===== config.mk =====
export PLATFORM = sky130hd
export DESIGN_NAME = irq_router
export DESIGN_NICKNAME = d
export VERILOG_FILES = /design/src/rtl/irq_route_pkg.sv /design/src/rtl/irq_pend_reg.sv /design/src/rtl/irq_cpu_slice.sv /design/src/rtl/irq_rd_mux.sv /design/src/rtl/irq_router.sv
export SDC_FILE = /design/constraint.sdc
export NUM_CORES = 1
export LEC_CHECK = 0
export ABC_AREA = 1
export BUFFER_PORTS_ARGS = -buffer_cell sky130_fd_sc_hd__buf_2
export CORE_AREA = 8 8 161 239
export DETAILED_ROUTE_END_ITERATION = 8
export DIE_AREA = 0 0 169 247
export GPL_ROUTABILITY_DRIVEN = 0
export GPL_TIMING_DRIVEN = 0
export HOLD_SLACK_MARGIN = 0.12
export PLACE_DENSITY = 0.7
export SETUP_SLACK_MARGIN = 0.02
export SLEW_MARGIN = 20
export SYNTH_ARGS = -nofsm -noshare
export SYNTH_HDL_FRONTEND = slang
export SYNTH_SLANG_ARGS = --single-unit
export TNS_END_PERCENT = 100

===== constraint.sdc =====
create_clock -name clk -period 1.6 [get_ports clk]
set_clock_uncertainty 0.2 [all_clocks]
set_input_delay 0.08 -clock clk [delete_from_list [all_inputs] [get_ports clk]]
set_output_delay 0.08 -clock clk [all_outputs]
set_load 0.005 [all_outputs]

===== src/rtl/irq_route_pkg.sv =====
`timescale 1ns/1ps
package irq_route_pkg;
    // byte spacing of registers is 2**REG_SPAN_LG2
    localparam int REG_SPAN_LG2 = 6;

    typedef enum logic {
        BANK_MASK   = 1'b0,
        BANK_STATUS = 1'b1
    } bank_e;
endpackage


===== src/rtl/irq_pend_reg.sv =====
`timescale 1ns/1ps
module irq_pend_reg #(
    parameter int N_LINES = 64
) (
    input  logic               clk,
    input  logic               rst_n,
    input  logic [N_LINES-1:0] lines_i,
    output logic [N_LINES-1:0] pend_o
);
    logic [N_LINES-1:0] pend_q;

    // each bit simply tracks its line level, set and clear alike
    always_ff @(posedge clk or negedge rst_n) begin
        if (!rst_n) pend_q <= '0;
        else        pend_q <= lines_i;
    end

    assign pend_o = pend_q;
endmodule


===== src/rtl/irq_cpu_slice.sv =====
`timescale 1ns/1ps
module irq_cpu_slice #(
    parameter int N_LINES = 64
) (
    input  logic               clk,
    input  logic               rst_n,
    input  logic               mask_we_i,
    input  logic [N_LINES-1:0] wdata_i,
    input  logic [N_LINES-1:0] pend_i,
    output logic [N_LINES-1:0] mask_o,
    output logic [N_LINES-1:0] status_o,
    output logic               irq_o
);
    logic [N_LINES-1:0] mask_q;
    logic               irq_q;

    always_ff @(posedge clk or negedge rst_n) begin
        if (!rst_n)         mask_q <= '0;
        else if (mask_we_i) mask_q <= wdata_i;
    end

    // status follows both operands without any extra storage
    assign status_o = mask_q & pend_i;

    always_ff @(posedge clk or negedge rst_n) begin
        if (!rst_n) irq_q <= 1'b0;
        else        irq_q <= |status_o;
    end

    assign mask_o = mask_q;
    assign irq_o  = irq_q;
endmodule


===== src/rtl/irq_rd_mux.sv =====
`timescale 1ns/1ps
module irq_rd_mux
    import irq_route_pkg::*;
#(
    parameter int N_CPUS  = 4,
    parameter int N_LINES = 64,
    parameter int CPU_W   = 2
) (
    input  logic                            clk,
    input  logic                            rst_n,
    input  logic                            rd_en_i,
    input  bank_e                           bank_i,
    input  logic [CPU_W-1:0]                cpu_sel_i,
    input  logic [N_CPUS-1:0][N_LINES-1:0]  mask_i,
    input  logic [N_CPUS-1:0][N_LINES-1:0]  status_i,
    output logic [N_LINES-1:0]              rdata_o
);
    logic [N_LINES-1:0] sel_val;
    logic [N_LINES-1:0] rdata_q;

    always_comb begin
        sel_val = '0;
        if (int'(cpu_sel_i) < N_CPUS) begin
            unique case (bank_i)
                BANK_MASK:   sel_val = mask_i[cpu_sel_i];
                BANK_STATUS: sel_val = status_i[cpu_sel_i];
                default:     sel_val = '0;
            endcase
        end
    end

    always_ff @(posedge clk or negedge rst_n) begin
        if (!rst_n)       rdata_q <= '0;
        else if (rd_en_i) rdata_q <= sel_val;
    end

    assign rdata_o = rdata_q;
endmodule


===== src/rtl/irq_router.sv =====
`timescale 1ns/1ps
module irq_router
    import irq_route_pkg::*;
#(
    parameter int N_CPUS  = 4,
    parameter int N_LINES = 64,
    localparam int CPU_W  = (N_CPUS > 1) ? $clog2(N_CPUS) : 1,
    localparam int ADDR_W = REG_SPAN_LG2 + CPU_W + 1
) (
    input  logic               clk,
    input  logic               rst_n,
    input  logic [N_LINES-1:0] dev_irq_i,
    input  logic               reg_wr_i,
    input  logic               reg_rd_i,
    input  logic [ADDR_W-1:0]  reg_addr_i,
    input  logic [N_LINES-1:0] reg_wdata_i,
    output logic [N_LINES-1:0] reg_rdata_o,
    output logic [N_CPUS-1:0]  cpu_irq_o
);
    logic [N_LINES-1:0]              pend_q;
    logic [N_CPUS-1:0][N_LINES-1:0]  mask_q;
    logic [N_CPUS-1:0][N_LINES-1:0]  status_w;
    logic [N_CPUS-1:0]               mask_we;
    logic [CPU_W-1:0]                cpu_sel;
    bank_e                           bank;
    logic                            addr_low_unused;

    // index = offset >> 6; top index bit is the bank, the rest the CPU
    assign cpu_sel         = reg_addr_i[REG_SPAN_LG2 +: CPU_W];
    assign bank            = bank_e'(reg_addr_i[ADDR_W-1]);
    assign addr_low_unused = ^reg_addr_i[REG_SPAN_LG2-1:0];

    irq_pend_reg #(.N_LINES(N_LINES)) u_pend (
        .clk     (clk),
        .rst_n   (rst_n),
        .lines_i (dev_irq_i),
        .pend_o  (pend_q)
    );

    for (genvar n = 0; n < N_CPUS; n++) begin : g_cpu
        assign mask_we[n] = reg_wr_i && (bank == BANK_MASK)
                            && (cpu_sel == CPU_W'(n));

        irq_cpu_slice #(.N_LINES(N_LINES)) u_slice (
            .clk       (clk),
            .rst_n     (rst_n),
            .mask_we_i (mask_we[n]),
            .wdata_i   (reg_wdata_i),
            .pend_i    (pend_q),
            .mask_o    (mask_q[n]),
            .status_o  (status_w[n]),
            .irq_o     (cpu_irq_o[n])
        );
    end

    irq_rd_mux #(
        .N_CPUS  (N_CPUS),
        .N_LINES (N_LINES),
        .CPU_W   (CPU_W)
    ) u_rd (
        .clk       (clk),
        .rst_n     (rst_n),
        .rd_en_i   (reg_rd_i),
        .bank_i    (bank),
        .cpu_sel_i (cpu_sel),
        .mask_i    (mask_q),
        .status_i  (status_w),
        .rdata_o   (reg_rdata_o)
    );
endmodule


Word-level counts from Yosys, hierarchy flattened

Cells that the tools add are included.

$mul: 0
Equality and inequality tests: 3
Mux-type cells: 5
Shift-type cells: 0
Div/mod/pow operators: 0
Reductions and logical operators: 10
Order comparisons: 1
Add/sub/neg operators: 0
Bitwise gates (word level): 5

Operators with widths:

| operator                                                               | count |
|---|---|
| 64-bit AND                                                             | 4 |
| 64-bit binary-select mux with 2-bit select                             | 2 |
| 64-bit OR reduction                                                    | 4 |
| 64-bit two-way mux                                                     | 2 |
| 64-bit case mux with 2 select lines                                    | 1 |
| 1-bit logical AND                                                      | 5 |
| 2-bit equality test (second input constant)                            | 2 |
| 2-bit by 3-bit < comparator with 1-bit output (second input constant)  | 1 |
| 2-bit by 1-bit equality test with 1-bit output (second input constant) | 1 |
| 2-bit zero test                                                        | 1 |
| 1-bit inverter                                                         | 1 |

Memory bits (read-only): 0
Memories kept: 0
Bits in writable memories: 0
Input port bits: 141
Logic and storage cells: 34
Output and inout port bits: 68
Register bits after elaboration: 388
Bits in latches: 0

Logic depth before layout (Yosys ltp)

Depth after elaboration: 4
Gate-level depth with buffers: 8
Mapped depth without buffers: 8

Hierarchy

A second synthesis with hierarchy kept.

Cells, all modules: 3067
Area, all modules: 23867.9 um^2

Modules (own cells, without submodules):

| module        | cells each | seq. area each (um^2) | instances | area each (um^2) |
|---|---|---|---|---|
| irq_cpu_slice | 319        | 1626.6                | 4         | 3415.8 |
| irq_rd_mux    | 1715       | 1601.5                | 1         | 8555.7 |
| irq_pend_reg  | 64         | 1601.5                | 1         | 1601.5 |
| irq_router    | 12         | 0.0                   | 1         | 47.5 |

Least setup slack after synthesis

Ideal clock, no wire load.

Kind: reg2reg
Start: reg u_pend.pend_q[41], in the netlist u_pend.pend_o[41]
End: reg g_cpu[0].u_slice.irq_q
Slack: 430 ps
Library setup time: 119 ps
Data required time: 1281 ps
Buffers on the path: 0
Arrival: 851 ps
Period minus slack after synthesis: 1170 ps
Cell stages (with the launch flop): 9
Cells stage by stage: dfrtp_1 -> nand2_1 -> nand2_1 -> inv_1 -> nand2_1 -> nor2_1 -> nand2_1 -> nor2_1 -> nand2_1

Word-level cells in the longest chain between the ends: 2

Ends and longest elaborated chain:

| what                     | RTL line            | text |
|---|---|---|
| start: declaration       | irq_pend_reg.sv:10  | `logic [N_LINES-1:0] pend_q;` |
| start signal: assignment | irq_pend_reg.sv:15  | `else pend_q <= lines_i;` |
| 64-bit AND               | irq_cpu_slice.sv:23 | `assign status_o = mask_q & pend_i;` |
| 64-bit OR reduction      | irq_cpu_slice.sv:27 | `else irq_q <= \|status_o;` |
| end signal: assignment   | irq_cpu_slice.sv:27 |  |
| end: declaration         | irq_cpu_slice.sv:15 | `logic irq_q;` |

Every way passes these cells.
A chain may end at the register's enable or synchronous reset.

Worst setup path after layout

Start: reg u_pend.pend_q[12], in the netlist u_pend.pend_o[12]
End: reg g_cpu[1].u_slice.irq_q

Word-level cells in the longest chain between the ends: 2

Ends and longest elaborated chain:

| what                   | RTL line |
|---|---|
| 64-bit AND             | irq_cpu_slice.sv:23 |
| 64-bit OR reduction    | irq_cpu_slice.sv:27 |
| end signal: assignment | irq_cpu_slice.sv:27 |
| end: declaration       | irq_cpu_slice.sv:15 |

Every way passes these cells.

==> reports/summary.txt <==
Via density -> 5.62
CP dominant cell by count -> nand2_1
Largest family of logic cells by synthesized area -> simple AND/OR/NAND/NOR gates
Flops & latches, synth -> 388
Largest delay share family, worst path -> simple AND/OR/NAND/NOR gates
Later-pin clock latency in the skew report -> 0.55 ns
Area Overhead vs Synth -> 29.8%
Library cells used by synthesis -> 16
Vias -> 17300
Vias in the first global route -> 17800
Max stage delay cell, worst path -> dfrtp_1
Worst Hold Class -> in2async
WP data required -> 1.83 ns
Hold Buf Count CTS -> 204
Post-synthesis compound-gate area fraction -> 12.3%
Total Power -> 0.0275 W
Post-synthesis cell count -> 2134
Peak VDD IR -> 0.949 mV
Layout filler cell count -> 2949
Post-place setup slack -> -0.553 ns
Failing checks -> hold timing
Count of final max-slew check failures -> 0
Crit path cell chain -> nand2_1 > nand4_1 > nor2_1 > nand2_1 > nor2_1 > nand2_1
RSZ-0062 raised after global routing -> no
Wire length per cell -> 22.3 um
Tmin final -> 1.55 ns
Die ar. -> 41700 sq um
Maxcap violations -> 0
Clock sink count -> 388
Slew margin rel. -> 54.8%
Layout cells sized above 1 -> 14.0%
DRC errors left -> 0
Pin count of the biggest net entering global routing -> 94
IO Port Bufs -> 202
Syn Std Cell Area -> 17300 sq um
Antenna violations before repair -> 0
CP Data Arrival Time -> 1.78 ns
Post-synthesis simple-gate area fraction -> 24.2%
Mux cell area share after synthesis -> 0%
First-pass GRT wire length -> 104 mm
Top post-synthesis cells by area -> dfrtp_1 56%, nand2_1 20%, o21ai_0 5.5%
All-layer global routing usage -> 33.2%
Postcts setup bufs -> 0
Global route total overflow -> 0
Site row count -> 84
Hold_ws -> -0.712 ns
Final setup margin -> 0.0453 ns
Worst slew pin tran -> 0.678 ns
Synth area leader -> dfrtp_1
Pwr dens -> 1230 nW/um^2
Design Area, Final -> 22400 sq um
Xor/xnor share of the synthesized area -> 0%
Vert. Die Dim -> 247 um
Area share of the largest cell type after synthesis -> 56.2%
Sequential Area -> 9710 sq um
Setup violators final -> 0
Seq/Total Area, Yosys -> 56.2%
# diodes -> 0
Avg Cell Area, Syn -> 8.09 sq um
Final Cycle Share -> 97.2%
CORE AREA -> 34900 sq um
Setup Crit Path Kind -> reg2reg
Hold Fails Final Rpt -> 249
Nets -> 2725
Startpoint types -> flip-flop
TNS Setup -> 0 ns
Pre-Repair DR Iteration Count -> 6
Ports -> 209
Synth warnings -> 0
Critical Path Sink Type -> flip-flop
Synthesized net count -> 2275
DRT antenna net count -> 0
Lkg Pwr -> 11.6 nW
CTS tree -> yes
Bufs on Longest Clock Path -> 3
Area of placed instances -> 19000 sq um
Starting Density -> 49.5%
Routed wire length -> 68.8 mm
Hpwl dp -> 46.0 mm
Area of the multi-input gates -> 6330 sq um
Fmax -> 643 MHz
TritonCTS Buffers -> 38
H-tree Lvls -> 2
Buf/Inv on CP -> 0
CTS Root Cell -> clkbuf_16
Die X -> 169 um
Status -> finished with violations
Post-synthesis adder-cell area fraction -> 0%
Clock-pin transition on the worst setup and hold timing paths -> 0.06 ns
CP max stage delay -> 0.44 ns
1st-iter DRT viols -> 2005
Worst-path fanout max -> 5
==> area by class of cell <==
| class | count | share of cell area [%] |
|---|---|---|
| Buffer | 109 | 2.63 |
| Clock buffer | 57 | 5.29 |
| Clock inverter | 10 | 0.709 |
| Inverter | 181 | 3.03 |
| Multi-Input combinational cell | 1456 | 28.2 |
| Sequential cell | 388 | 43.3 |
| Tap cell | 473 | 2.64 |
| Timing Repair Buffer | 410 | 14.2 |
==> cells in the final DEF, fill, tap and decap left out <==
cell type / count
nand3_1: 37
clkbuf_16: 41
clkinvlp_4: 2
a22oi_1: 69
nand4_1: 51
bufinv_16: 4
buf_2: 264
clkbuf_1: 28
nand2_2: 9
clkbuf_2: 3
nor2_2: 2
clkinv_2: 3
nor2_1: 42
buf_8: 1
clkbuf_4: 1
dfrtp_1: 388
o21ai_1: 67
clkinv_4: 1
a21oi_1: 64
clkbuf_8: 10
buf_16: 4
nand2_1: 926
inv_2: 1
o21ai_0: 189
dlygate4sd3_1: 204
buf_4: 15
inv_1: 180
buf_6: 5
==> flip-flops by register name, summed over array words and instances, names as in the netlist <==
signal	cells
u_pend.pend_o	64
u_rd.rdata_o	64
g_cpu.u_slice.mask_o	256
g_cpu.u_slice.irq_o	4
==> layer usage <==
metal | up-vias | track usage (%) | part of all wire [%]
met5 | - | 0 | 0
met4 | 0 | 27.3 | 9.3
met3 | 303 | 6.66 | 8.5
met2 | 999 | 54.9 | 48
met1 | 8323 | 36.6 | 34
li1 | 7695 | - | -
==> where the power goes <==
group / switching [W] / internal (W) / leakage, nW
logic: 0.00311 / 0.00199 / 6.09
clock network: 0.00391 / 0.00578 / 0.657
registers: 0.00135 / 0.0114 / 4.85
==> metrics by stage <==
stage | utilization [%] | instances
final | 64.2 | 3084
after global routing | 64.2 | 3084
after CTS | 64.1 | 3084
after detailed placement | 54.4 | 2813
after global placement | 54.1 | 2809
after floorplan | - | 2134
==> final timing paths <==
path                       slack, ns  depth (start not counted)              start                          to
max                             0.05                          6  u_pend.pend_o[12]      g_cpu[1].u_slice.irq_o
max in group asynchronous       0.66                          3              rst_n            u_pend.pend_o[1]
min reg2reg                     0.27                          2    u_rd.rdata_o[8]             u_rd.rdata_o[8]
min                            -0.71                          1              rst_n           u_pend.pend_o[41]
max reg2reg                     0.05                          6  u_pend.pend_o[12]      g_cpu[1].u_slice.irq_o
min in group clk                0.01                          6      reg_addr_i[8]  g_cpu[1].u_slice.mask_o[2]
==> synth_stat cells (all sizes together) <==
cell type and number:
a21oi 64, a22oi 69, buf 84, clkbuf 25, dfrtp 388, inv 181, nand2 935, nand3 37
nand4 51, nor2 44, o21ai 256
==> kinds of logic after synthesis <==
family          count (synthesis)
buf+inv                       290
flops                         388
simple gates                 1067
compound gates                389
==> worst register-to-register path: stages, from the launching register on <==
cell     delay, ns
dfrtp_1       0.44
nand2_1       0.24
nand4_1       0.21
nor2_1        0.14
nand2_1       0.06
nor2_1        0.10
nand2_1       0.05
==> what timing repair did <==
action / in CTS / in global routing
endpoints found under the setup margin: 0 / 72
resized for setup: 0 / 17
endpoints found under the hold margin: 588 / 257
(Power assumes the default switching activity.)
